### config.mk
export PLATFORM = sky130hd
export DESIGN_NAME = guest_exit_filter
export DESIGN_NICKNAME = d
export VERILOG_FILES = /design/src/rtl/gef_pkg.sv /design/src/rtl/gef_bit_pick.sv /design/src/rtl/gef_decide.sv /design/src/rtl/guest_exit_filter.sv
export SDC_FILE = /design/constraint.sdc
export NUM_CORES = 1
export LEC_CHECK = 0
export BUFFER_PORTS_ARGS = -buffer_cell sky130_fd_sc_hd__buf_4
export CAP_MARGIN = 20
export CORE_AREA = 2 2 66 68
export DETAILED_ROUTE_END_ITERATION = 10
export DIE_AREA = 0 0 68 70
export HOLD_SLACK_MARGIN = 0.12
export PLACE_DENSITY = 0.68
export SLEW_MARGIN = 20
export SYNTH_ARGS = -nofsm -noshare
export SYNTH_HDL_FRONTEND = slang
export SYNTH_SLANG_ARGS = --single-unit
### constraint.sdc
create_clock -name clk -period 2.44 [get_ports clk]
set_input_delay 0.366 -clock clk [delete_from_list [all_inputs] [get_ports clk]]
set_output_delay 0.366 -clock clk [all_outputs]
set_load 0.1 [all_outputs]
### src/rtl/gef_pkg.sv
package gef_pkg;

    typedef enum logic [2:0] {
        EV_EXC  = 3'd0,
        EV_NMI  = 3'd1,
        EV_EXT  = 3'd2,
        EV_SIPI = 3'd3,
        EV_INIT = 3'd4
    } ev_kind_e;

    localparam logic [1:0] ACT_RUN       = 2'd0;
    localparam logic [1:0] ACT_WAIT_SIPI = 2'd3;

endpackage

### src/rtl/gef_bit_pick.sv
module gef_bit_pick #(
    parameter int SEL_W = 5,
    localparam int MAP_W = 1 << SEL_W
) (
    input  logic [MAP_W-1:0] map_i,
    input  logic [SEL_W-1:0] sel_i,
    output logic             bit_o
);
    logic [MAP_W-1:0] hit;

    genvar gi;
    generate
        for (gi = 0; gi < MAP_W; gi++) begin : g_dec
            assign hit[gi] = map_i[gi] && (sel_i == SEL_W'(gi));
        end
    endgenerate

    assign bit_o = |hit;
endmodule

### src/rtl/gef_decide.sv
module gef_decide
    import gef_pkg::*;
(
    input  logic [2:0] kind_i,
    input  logic       map_bit_i,
    input  logic       nmi_exit_i,
    input  logic       ext_exit_i,
    input  logic       ack_ctl_i,
    input  logic [1:0] state_i,
    output logic       direct_o,
    output logic       is_nmi_o,
    output logic       ack_o
);
    always_comb begin
        direct_o = 1'b0;
        unique case (kind_i)
            EV_EXC:  direct_o = map_bit_i;
            EV_NMI:  direct_o = nmi_exit_i;
            EV_EXT:  direct_o = ext_exit_i;
            EV_SIPI: direct_o = (state_i == ACT_WAIT_SIPI);
            EV_INIT: direct_o = (state_i != ACT_WAIT_SIPI);
            default: direct_o = 1'b0;
        endcase
        is_nmi_o = direct_o && (kind_i == EV_NMI);
        ack_o    = direct_o && (kind_i == EV_EXT) && ack_ctl_i;
    end
endmodule

### src/rtl/guest_exit_filter.sv
module guest_exit_filter
    import gef_pkg::*;
#(
    parameter int VEC_W = 5,
    localparam int MAP_W = 1 << VEC_W
) (
    input  logic             clk,
    input  logic             rst_n,
    input  logic             evt_valid,
    output logic             evt_ready,
    input  logic [2:0]       evt_type,
    input  logic [VEC_W-1:0] evt_vector,
    input  logic [MAP_W-1:0] exc_bitmap,
    input  logic             ctl_nmi_exit,
    input  logic             ctl_extint_exit,
    input  logic             ctl_ack_on_exit,
    input  logic [1:0]       act_state,
    input  logic             exit_done,
    output logic             exit_req,
    output logic [2:0]       exit_type,
    output logic [VEC_W-1:0] exit_vector,
    output logic             suppress_arch,
    output logic             intc_ack,
    output logic             nmi_block_set,
    output logic             wake_active,
    output logic             dlv_valid,
    input  logic             dlv_ready,
    output logic [2:0]       dlv_type,
    output logic [VEC_W-1:0] dlv_vector
);
    typedef struct packed {
        logic             exit_req;
        logic             suppress;
        logic [2:0]       x_kind;
        logic [VEC_W-1:0] x_vec;
        logic             nmi_pend;
        logic             wake_pend;
        logic             ack;
        logic             nmi_blk;
        logic             wake;
        logic             dlv_valid;
        logic [2:0]       d_kind;
        logic [VEC_W-1:0] d_vec;
    } st_t;

    st_t st_d, st_q;

    logic map_bit, direct, is_nmi, need_ack, accept;

    gef_bit_pick #(.SEL_W(VEC_W)) u_pick (
        .map_i (exc_bitmap),
        .sel_i (evt_vector),
        .bit_o (map_bit)
    );

    gef_decide u_decide (
        .kind_i     (evt_type),
        .map_bit_i  (map_bit),
        .nmi_exit_i (ctl_nmi_exit),
        .ext_exit_i (ctl_extint_exit),
        .ack_ctl_i  (ctl_ack_on_exit),
        .state_i    (act_state),
        .direct_o   (direct),
        .is_nmi_o   (is_nmi),
        .ack_o      (need_ack)
    );

    assign evt_ready = !st_q.exit_req && (!st_q.dlv_valid || dlv_ready);
    assign accept    = evt_valid && evt_ready;

    always_comb begin
        st_d         = st_q;
        st_d.ack     = 1'b0;
        st_d.nmi_blk = 1'b0;
        st_d.wake    = 1'b0;

        if (st_q.dlv_valid && dlv_ready) begin
            st_d.dlv_valid = 1'b0;
        end

        if (st_q.exit_req && exit_done) begin
            st_d.exit_req  = 1'b0;
            st_d.suppress  = 1'b0;
            st_d.nmi_blk   = st_q.nmi_pend;
            st_d.wake      = st_q.wake_pend;
            st_d.nmi_pend  = 1'b0;
            st_d.wake_pend = 1'b0;
        end

        if (accept) begin
            if (direct) begin
                st_d.exit_req  = 1'b1;
                st_d.suppress  = 1'b1;
                st_d.x_kind    = evt_type;
                st_d.x_vec     = evt_vector;
                st_d.nmi_pend  = is_nmi;
                st_d.wake_pend = (act_state != ACT_RUN);
                st_d.ack       = need_ack;
            end else begin
                st_d.dlv_valid = 1'b1;
                st_d.d_kind    = evt_type;
                st_d.d_vec     = evt_vector;
            end
        end
    end

    always_ff @(posedge clk) begin
        if (!rst_n) begin
            st_q <= '0;
        end else begin
            st_q <= st_d;
        end
    end

    assign exit_req      = st_q.exit_req;
    assign exit_type     = st_q.x_kind;
    assign exit_vector   = st_q.x_vec;
    assign suppress_arch = st_q.suppress;
    assign intc_ack      = st_q.ack;
    assign nmi_block_set = st_q.nmi_blk;
    assign wake_active   = st_q.wake;
    assign dlv_valid     = st_q.dlv_valid;
    assign dlv_type      = st_q.d_kind;
    assign dlv_vector    = st_q.d_vec;
endmodule

Yosys cells after proc, flatten, opt, wreduce, memory -nomap -nowiden
Index checks and enable logic that the tools add are counted.

Equal/unequal tests: 37. Reduce and logical (&&, ||, !) cells: 50. Multiplexer cells: 8. Bitwise logic cells: 1.

Operator list (count): $eq A5 B5 Y1 const B (16); $eq A5 B4 Y1 const B (8); $logic_and A1 B1 Y1 (39); $reduce_or A32 Y1 (1); $mux W13 (2); $eq A5 B3 Y1 const B (4); $mux W9 (2); $eq A5 B2 Y1 const B (2); $eq A3 B2 Y1 const B (2); $reduce_and A2 Y1 (3); $eq A5 B1 Y1 const B (1); $logic_not A5 Y1 (1); $pmux W1 S5 (1); $mux W2 (2); $eq A3 B1 Y1 const B (1); $eq A3 B3 Y1 const B (1); $logic_not A3 Y1 (1); $reduce_and A3 Y1 (1); $eq A2 B2 Y1 const B (1); $logic_not A1 Y1 (2); $ne A2 B2 Y1 const B (1); $reduce_bool A2 Y1 (1); $logic_or A1 B1 Y1 (1); $mux W1 (1); $not A1 Y1 (1).

Output and inout port bits: 23. Flip-flop bits (word level): 24. Bits of input ports: 50. Logic and storage cells: 108.

Logic depth before layout (Yosys ltp)
Gate-level depths: netlist of the first run.

Depth after elaboration: 8. Depth in mapped cells: 9. Gate-level depth less buffers: 6.

Cells and area by module
Synthesis of the first run repeated with hierarchy kept, for this count alone.

Cells, all modules: 170. Area total of the unflattened synthesis: 1460.2 µm².

By module, submodules not included: guest_exit_filter (cells an instance 107, area an instance 1028.5 µm², times used 1, seq. area each 480.5 µm²); gef_bit_pick (cells an instance 52, area an instance 351.6 µm², times used 1, seq. area each 0.0 µm²); gef_decide (cells an instance 11, area an instance 80.1 µm², times used 1, seq. area each 0.0 µm²).

Worst setup path after synthesis of the first run
OpenSTA, ideal clock, no wires.

Kind: register to output. Start point: register st_q, in the netlist dlv_valid. End point: output port evt_ready. Path buffers: 0. Setup slack: -0.174 ns. Arrival time: 2.248 ns. Stages on the path, launching flop included: 3. Required time: 2.074 ns. Cell sequence: dfxtp_1 -> nand2b_1 -> nor2b_1.

Word-level cells in the longest chain between the ends: 3.

Ends and longest elaborated chain: start, declared (line guest_exit_filter.sv:46) `st_t st_d, st_q;`; start signal, assigned (line guest_exit_filter.sv:111) `st_q <= st_d;`; $logic_not A1 Y1 (line guest_exit_filter.sv:68) `assign evt_ready = !st_q.exit_req && (!st_q.dlv_valid || dlv_ready);`; $logic_or A1 B1 Y1 (line guest_exit_filter.sv:68); $logic_and A1 B1 Y1 (line guest_exit_filter.sv:68); end, declared (line guest_exit_filter.sv:10) `output logic evt_ready,`.

No other way between the ends.

Worst setup path after layout of the first run
Start point: input port evt_vector[1]. End point: register st_q, in the netlist intc_ack.

Word-level cells in the longest chain between the ends: 6. Elaborated cells on any way between the ends: 69. Classes of those cells: 31 x eq/ne; 1 x mux; 37 x reduce/logical.

Ends and longest elaborated chain: start, declared (line guest_exit_filter.sv:12) `input logic [VEC_W-1:0] evt_vector,`; $eq A5 B1 Y1, or another cell as far along (line gef_bit_pick.sv:14) `assign hit[gi] = map_i[gi] && (sel_i == SEL_W'(gi));`; $logic_and A1 B1 Y1 (line gef_bit_pick.sv:14); $reduce_or A32 Y1 (*) (line gef_bit_pick.sv:18) `assign bit_o = |hit;`; $pmux W1 S5 (*) (line gef_decide.sv:16) `unique case (kind_i)`; $logic_and A1 B1 Y1 (2 in a row) (line gef_decide.sv:25) `ack_o = direct_o && (kind_i == EV_EXT) && ack_ctl_i;`.

Mark *: on every way between the ends. The rest lies on a longest branch, timed or not. A chain may end at the register's enable or synchronous reset.

==> impl_results.md, run 1 <==
- Clk sinks: 24
- Slew Viols, Final: 0
- Measured slew at the worst slew-check pin: just over 0.8 ns
- Post-CTS Resized: 0
- Sequential share of power: 38.2%
- Maximum VDD drop: 0.0002097 V
- First-pass GRT wire length: 5844 um
- Vias per cell: between 5 and 6
- Synthesized flop and latch total: 24
- Nets: 280
- Iter 0 DRT Violations: 100
- CTS root buf: clkbuf_8
- Number of synthesized flops with an enable pin: 0
- Die ar.: around 0.0048 mm^2
- DR WL/cell: 13.20 um
- Crit path cell chain: buf_4 -> or4b_1 -> a21o_1 -> o2111ai_2 -> o31ai_2 -> o22ai_2 -> and4b_1
- Vias in the first global route: about 1,300
- Fraction of layout cells with a size suffix above 1: between 40% and 50%
- Final ANT Viol Nets: 0
- Status: finished clean
- RD Place Congestion: between 0.7 and 0.8
- GRT Overall Usage: 15.71%
- CTS tree: built
- Worst min path class: primary input to register
- Fraction of registers with async set or reset after synthesis: 0%
- Main synth FF type: dfxtp_1
- Achievable frequency: around 460 MHz
- Initial Util: between 30% and 40%
- Total Neg Setup Slack: 0 ns
- Post-Syn Area per Cell: 8.787 um^2
- CTS Buf Count: 3
- Crit path time final: 2.165 ns
- Period utilization: 88.71%
- Inst Count DP: around 280
- Crit path kind: primary input to register
- Leak Pwr: 0.9219 nW
- YS warnings: 0
- Final WL: around 3700 um
- GR Overflow Total: 0
- Die width: roughly 68 um
- CTS H-tree lvls: 1
- Sequential fraction of the synthesis area: a little under a third
- Final setup fails: 0
- CP startpoint kind: primary input
- Cells after Synth: 176
- NetSw: between 0.4 and 0.5 mW
- Initial antenna violation count: 0
- Final hold violations: 0
- Worst setup EP type: register
- Core Box Area: about 0.0041 mm^2
- # diodes: 0
- Arr. time, crit path: around 2.4 ns
- PwrDens: 545.5 mW/mm^2
- Clock Skew: 0.002759 ns
- Rel. slew slack: 45.33%
- Delay-heaviest family, CP: compound AO/OA/AOI/OAI gates
- Slowest cell delay on critical path: ~0.66 ns
- DRC: 0
- Combinational share of power: between 30 and 40%
- Unique masters post-synth: 46
- I/O Pins: between 70 and 80
- Final non-filler cell total: 281
- Max clock buf depth: 2
- CTS Hold Bufs: 0
- Drt first pass iters: 4
- Worst Path Required: 2.65 ns
- Cell Area, Synth: approximately 0.0015 mm^2
- Pint: 0.7018 mW
- Pin count of the biggest net entering global routing: 33
- Switching part of the total power: a little under two fifths
- Max Cap Viol: 0
- DPL Wire Length: 2853 um
- Fin util: between 40% and 50%
- Clk_lat worst skew: approximately 0.27 ns
- Clock transition at path regs: 0.08 ns
- Clk pwr share: approximately 24%
- CP bufs+invs: 1
- Die height: roughly 70 um
- # rows: 24
- Slowest cell on crit path: o22ai_2
- Postcts setup bufs: 0
- RSZ-0062 raised after global routing: no
- Mapped Nets: 226
- Port buffer count: 72
- CP max FO: 13
- Vias: 1,434
- Layout Area Growth over Synthesis: 32.93%
synth_stat cells (2+ instances only):
cell / n / area share (%)
nand3_1: 4 / 1.3
o21a_1: 3 / 1.5
nand3b_1: 3 / 1.5
buf_4: 16 / 7.8
a21oi_1: 4 / 1.3
dfxtp_1: 24 / 31
mux2i_1: 20 / 13
buf_2: 6 / 1.9
nor2_1: 5 / 1.2
buf_6: 2 / 1.5
and3b_2: 2 / 1.3
a22oi_1: 2 / 0.97
nor3b_1: 3 / 1.5
o21ai_1: 2 / 0.65
nor3_1: 2 / 0.65
o21ai_0: 5 / 1.6
nand2_1: 30 / 7.3
and4b_1: 3 / 1.9
nor2b_1: 4 / 1.6
o2111ai_2: 2 / 1.9
nand2b_1: 3 / 1.2
and3_1: 2 / 0.81
a31oi_1: 4 / 1.6
clkbuf_1: 3 / 0.73
final cells by class:
type	count	area, um^2
repair buffers	76	570.5
inverters	1	3.754
multi-input cells	124	880.8
fillers	412	2088
well taps	52	65.06
flip-flops and latches	24	480.5
clock buffers	4	55.05
cell usage in the layout, fill, tap and decap left out, types with 2 or more instances in the layout:
| cell | instances |
|---|---|
| and3b_2 | 2 |
| and4b_1 | 3 |
| and3_1 | 2 |
| dfxtp_1 | 24 |
| a21oi_1 | 4 |
| clkbuf_8 | 4 |
| buf_4 | 76 |
| a31oi_1 | 4 |
| nand2b_1 | 3 |
| mux2i_1 | 20 |
| nand3_1 | 4 |
| o2111ai_2 | 2 |
| nor2_1 | 5 |
| nand2_1 | 30 |
| o21ai_1 | 2 |
| o21a_1 | 3 |
| o21ai_0 | 5 |
| a22oi_1 | 2 |
| nor2b_1 | 3 |
| nor3b_1 | 3 |
| nand3b_1 | 3 |
| nor3_1 | 2 |
power by group through the flow:
| stage | Clock [mW] | Sequential, mW | Combinational [mW] |
|---|---|---|---|
| floorplan | 0 | 0.464 | 0.296 |
| global placement | 0 | 0.437 | 0.421 |
| detailed placement | 0 | 0.438 | 0.423 |
| CTS | 0.272 | 0.429 | 0.424 |
| global route | 0.285 | 0.432 | 0.445 |
| finish | 0.271 | 0.428 | 0.422 |
final timing paths:
path / from / to / slack (ns) / cells past startpoint
max: evt_vector[1] / intc_ack$_SDFF_PN0_ / 0.28 / 7
min: ctl_ack_on_exit / intc_ack$_SDFF_PN0_ / 0.37 / 2
max reg2reg: exit_req$_SDFF_PN0_ / intc_ack$_SDFF_PN0_ / 0.56 / 5
min reg2reg: st_q[12]$_SDFF_PN0_ / wake_active$_SDFF_PN0_ / 0.44 / 2
stage by stage:
| step | hold slack, ns | cell area (um^2) | setup WS, ns | power [mW] |
|---|---|---|---|---|
| 6_report | 0.3708 | 2056 | 0.2754 | 1.121 |
| 4_1_cts | 0.3737 | 2056 | 0.2673 | 1.125 |
| 3_3_place_gp | 0.4225 | 2001 | 0.03964 | 0.8582 |
| 5_1_grt | 0.3698 | 2056 | 0.1800 | 1.161 |
| 3_5_place_dp | 0.4263 | 2001 | 0.003980 | 0.8609 |
| 2_1_floorplan | 0.4099 | 1549 | 0.3429 | 0.7597 |
logic make-up after synthesis:
family / Yosys count / share of synthesized area, %
AOI/OAI and AO/OA: 34 / 18.12
buffers and inverters: 28 / 12.14
and+or+nand+nor: 67 / 23.30
muxes: 23 / 15.37
DFF: 24 / 31.07
routing by layer:
metal | vias up | GRT usage (%) | part of all wire (%) | routed length (um)
met3 | 6 | 3.060 | 8.7 | 321
met2 | 65 | 24.16 | 44 | 1628
met1 | 646 | 20.66 | 46 | 1693
met5 | - | 0 | 0 | 0
met4 | 0 | 7.556 | 1.8 | 66
li1 | 717 | - | - | -
state kept, by name, summed over array words and instances, names as in the netlist:
signal,flops
dlv_type,3
dlv_valid,1
dlv_vector,5
exit_req,1
exit_type,3
exit_vector,5
intc_ack,1
nmi_block_set,1
st_q,2
suppress_arch,1
wake_active,1
Note: power is estimated with default switching activity, not from simulation.
==> run 2: changes to the inputs <==
- clock period: 2.44 -> 2.3 ns (I/O delays scaled with it)
==> run 2 against run 1 <==
Clock skew is 0.00054 ns higher. First-iteration DRC count is 61% lower. Via count down 1.7%. Largest power group is now combinational cells. Clock power grew 34%. Total power is 14% higher. Combinational power increased by 8.5%. Design area increased by 2.0%. Worst setup slack better by 0.11 ns. Register-to-register slack improved by 0.27 ns.
==> impl_results.md, run 2 (synthesis gave the netlist of run 1 again) <==
- Clk_lat worst skew: about 0.26 ns
- Combinational share of power: between 30% and 40%
- Worst min path class: primary input to register
- Initial antenna violation count: 0
- DR WL/cell: approximately 13 um
- Die width: 68 um
- CTS Buf Count: 3
- Maximum VDD drop: 0.0002186 V
- Post-CTS Resized: 0
- Die ar.: ~0.0048 mm^2
- Final ANT Viol Nets: 0
- Final non-filler cell total: 281
- DPL Wire Length: 2788 um
- Fraction of layout cells with a size suffix above 1: 40.17%
- Worst Path Required: about 2.5 ns
- Initial Util: 37.32%
- GRT Overall Usage: between 10% and 20%
- Leading cell type in the layout, fill and taps excluded: buf_4
- Pin count of the biggest net entering global routing: 33
- Pint: 0.8335 mW
- Crit path cell chain: buf_4 -> mux2_1 -> a22oi_1 -> o21ai_0 -> a2111oi_4 -> o22ai_2 -> buf_12 -> o21a_1
- GR Overflow Total: 0
- Clock Skew: approximately 0.0033 ns
- CTS H-tree lvls: 1
- Switching part of the total power: a little over a third
- Design area: 0.002097 mm^2
- Inst Count DP: approximately 280
- R2r setup slk: 0.83 ns
- Worst setup EP type: register
- Pre-CTS setup slack: between 0.1 and 0.15 ns
- Vias: 1,409
- CP max FO: 13
- Max Cap Viol: 0
- Period utilization: a little over four fifths
- Leak Pwr: between 0.9 and 1 nW
- CP startpoint kind: primary input
- Postcts setup bufs: 0
- Clk pwr share: 28.5%
- DRC: 0
- Total Neg Setup Slack: 0 ns
- CTS tree: built
- Sequential share of power: a little over a third
- # diodes: 0
- Slew Viols, Final: 0
- Slowest cell delay on critical path: a little over 0.4 ns
- Vias per cell: ~5.0
- Status: finished clean
- Fin util: 50.60%
- I/O Pins: 73
- First-pass GRT wire length: 5761 um
- PwrDens: about 610 mW/mm^2
- Setup WS post-layout: approximately 0.38 ns
- Layout Area Growth over Synthesis: 35.60%
- Iter 0 DRT Violations: 39
- Final WL: approximately 3600 um
- Dpl cell area: 0.002026 mm^2
- Achievable frequency: 521.0 MHz
- RD Place Congestion: roughly 0.79
- Crit path time final: about 1.9 ns
- Nets: 280
- Slowest cell on crit path: a2111oi_4
- Clock transition at path regs: 0.08 ns
- Die height: ~70 um
- Vias in the first global route: ~1,300
- Core Box Area: 0.004144 mm^2
- Arr. time, crit path: 2.08 ns
- Final setup fails: 0
- Drt first pass iters: 4
- Most frequent cells in the layout: buf_4 (74), nand2_1 (30), dfxtp_1 (24)
- Crit path kind: primary input to register
- RSZ-0062 raised after global routing: no
- CTS Hold Bufs: 0
- Final hold violations: 0
- # rows: 24
- Rel. slew slack: 74.20%
- NetSw: approximately 0.44 mW
- CTS root buf: clkbuf_8
- Max clock buf depth: 2
- Measured slew at the worst slew-check pin: around 0.39 ns
- Clk sinks: 24
- Port buffer count: between 70 and 80
## run 2: power groups by stage
stage | registers (mW) | clock network, mW | logic [mW]
final | 0.454 | 0.364 | 0.458
after global routing | 0.458 | 0.388 | 0.483
after CTS | 0.455 | 0.371 | 0.461
after detailed placement | 0.464 | 0 | 0.459
after global placement | 0.464 | 0 | 0.459
after floorplan | 0.492 | 0 | 0.314
## run 2: through the flow
| stage | hold WS, ns | total power, mW |
|---|---|---|
| final | 0.3414 | 1.277 |
| after global routing | 0.3485 | 1.330 |
| after CTS | 0.3384 | 1.286 |
| after detailed placement | 0.4252 | 0.9237 |
| after global placement | 0.4242 | 0.9226 |
| after floorplan | 0.4099 | 0.8059 |
## run 2: area by class of cell
type	count	area [um^2]
fill	407	2047
multi-input combinational	124	880.8
timing repair buffer	76	595.6
sequential	24	480.5
tap	52	65.06
clock buffer	3	41.29
clock inverter	1	30.03
inverter	1	3.754
## run 2: path summary, 6_finish.rpt
kind | depth (start not counted) | start | endpoint
max | 8 | evt_vector[2] | exit_req$_SDFF_PN0_
min | 2 | ctl_ack_on_exit | intc_ack$_SDFF_PN0_
max reg2reg | 6 | exit_req$_SDFF_PN0_ | exit_vector[4]$_SDFFE_PN0P_
min reg2reg | 2 | st_q[12]$_SDFF_PN0_ | wake_active$_SDFF_PN0_
## run 2: per-layer routing
layer	vias to the layer above	GRT usage, %	share of wire (%)
met5	-	0	0
met4	0	5.778	0.39
met3	2	2.899	8.4
met2	66	25.03	45
met1	626	19.58	46
li1	715	-	-
## run 2: worst max-delay path, delay by kind of cell
family / cells / cell delay (ns)
multiplexers: 1 / 0.33
buffers and inverters: 2 / 0.33
AO/OA/AOI/OAI: 5 / 1.08
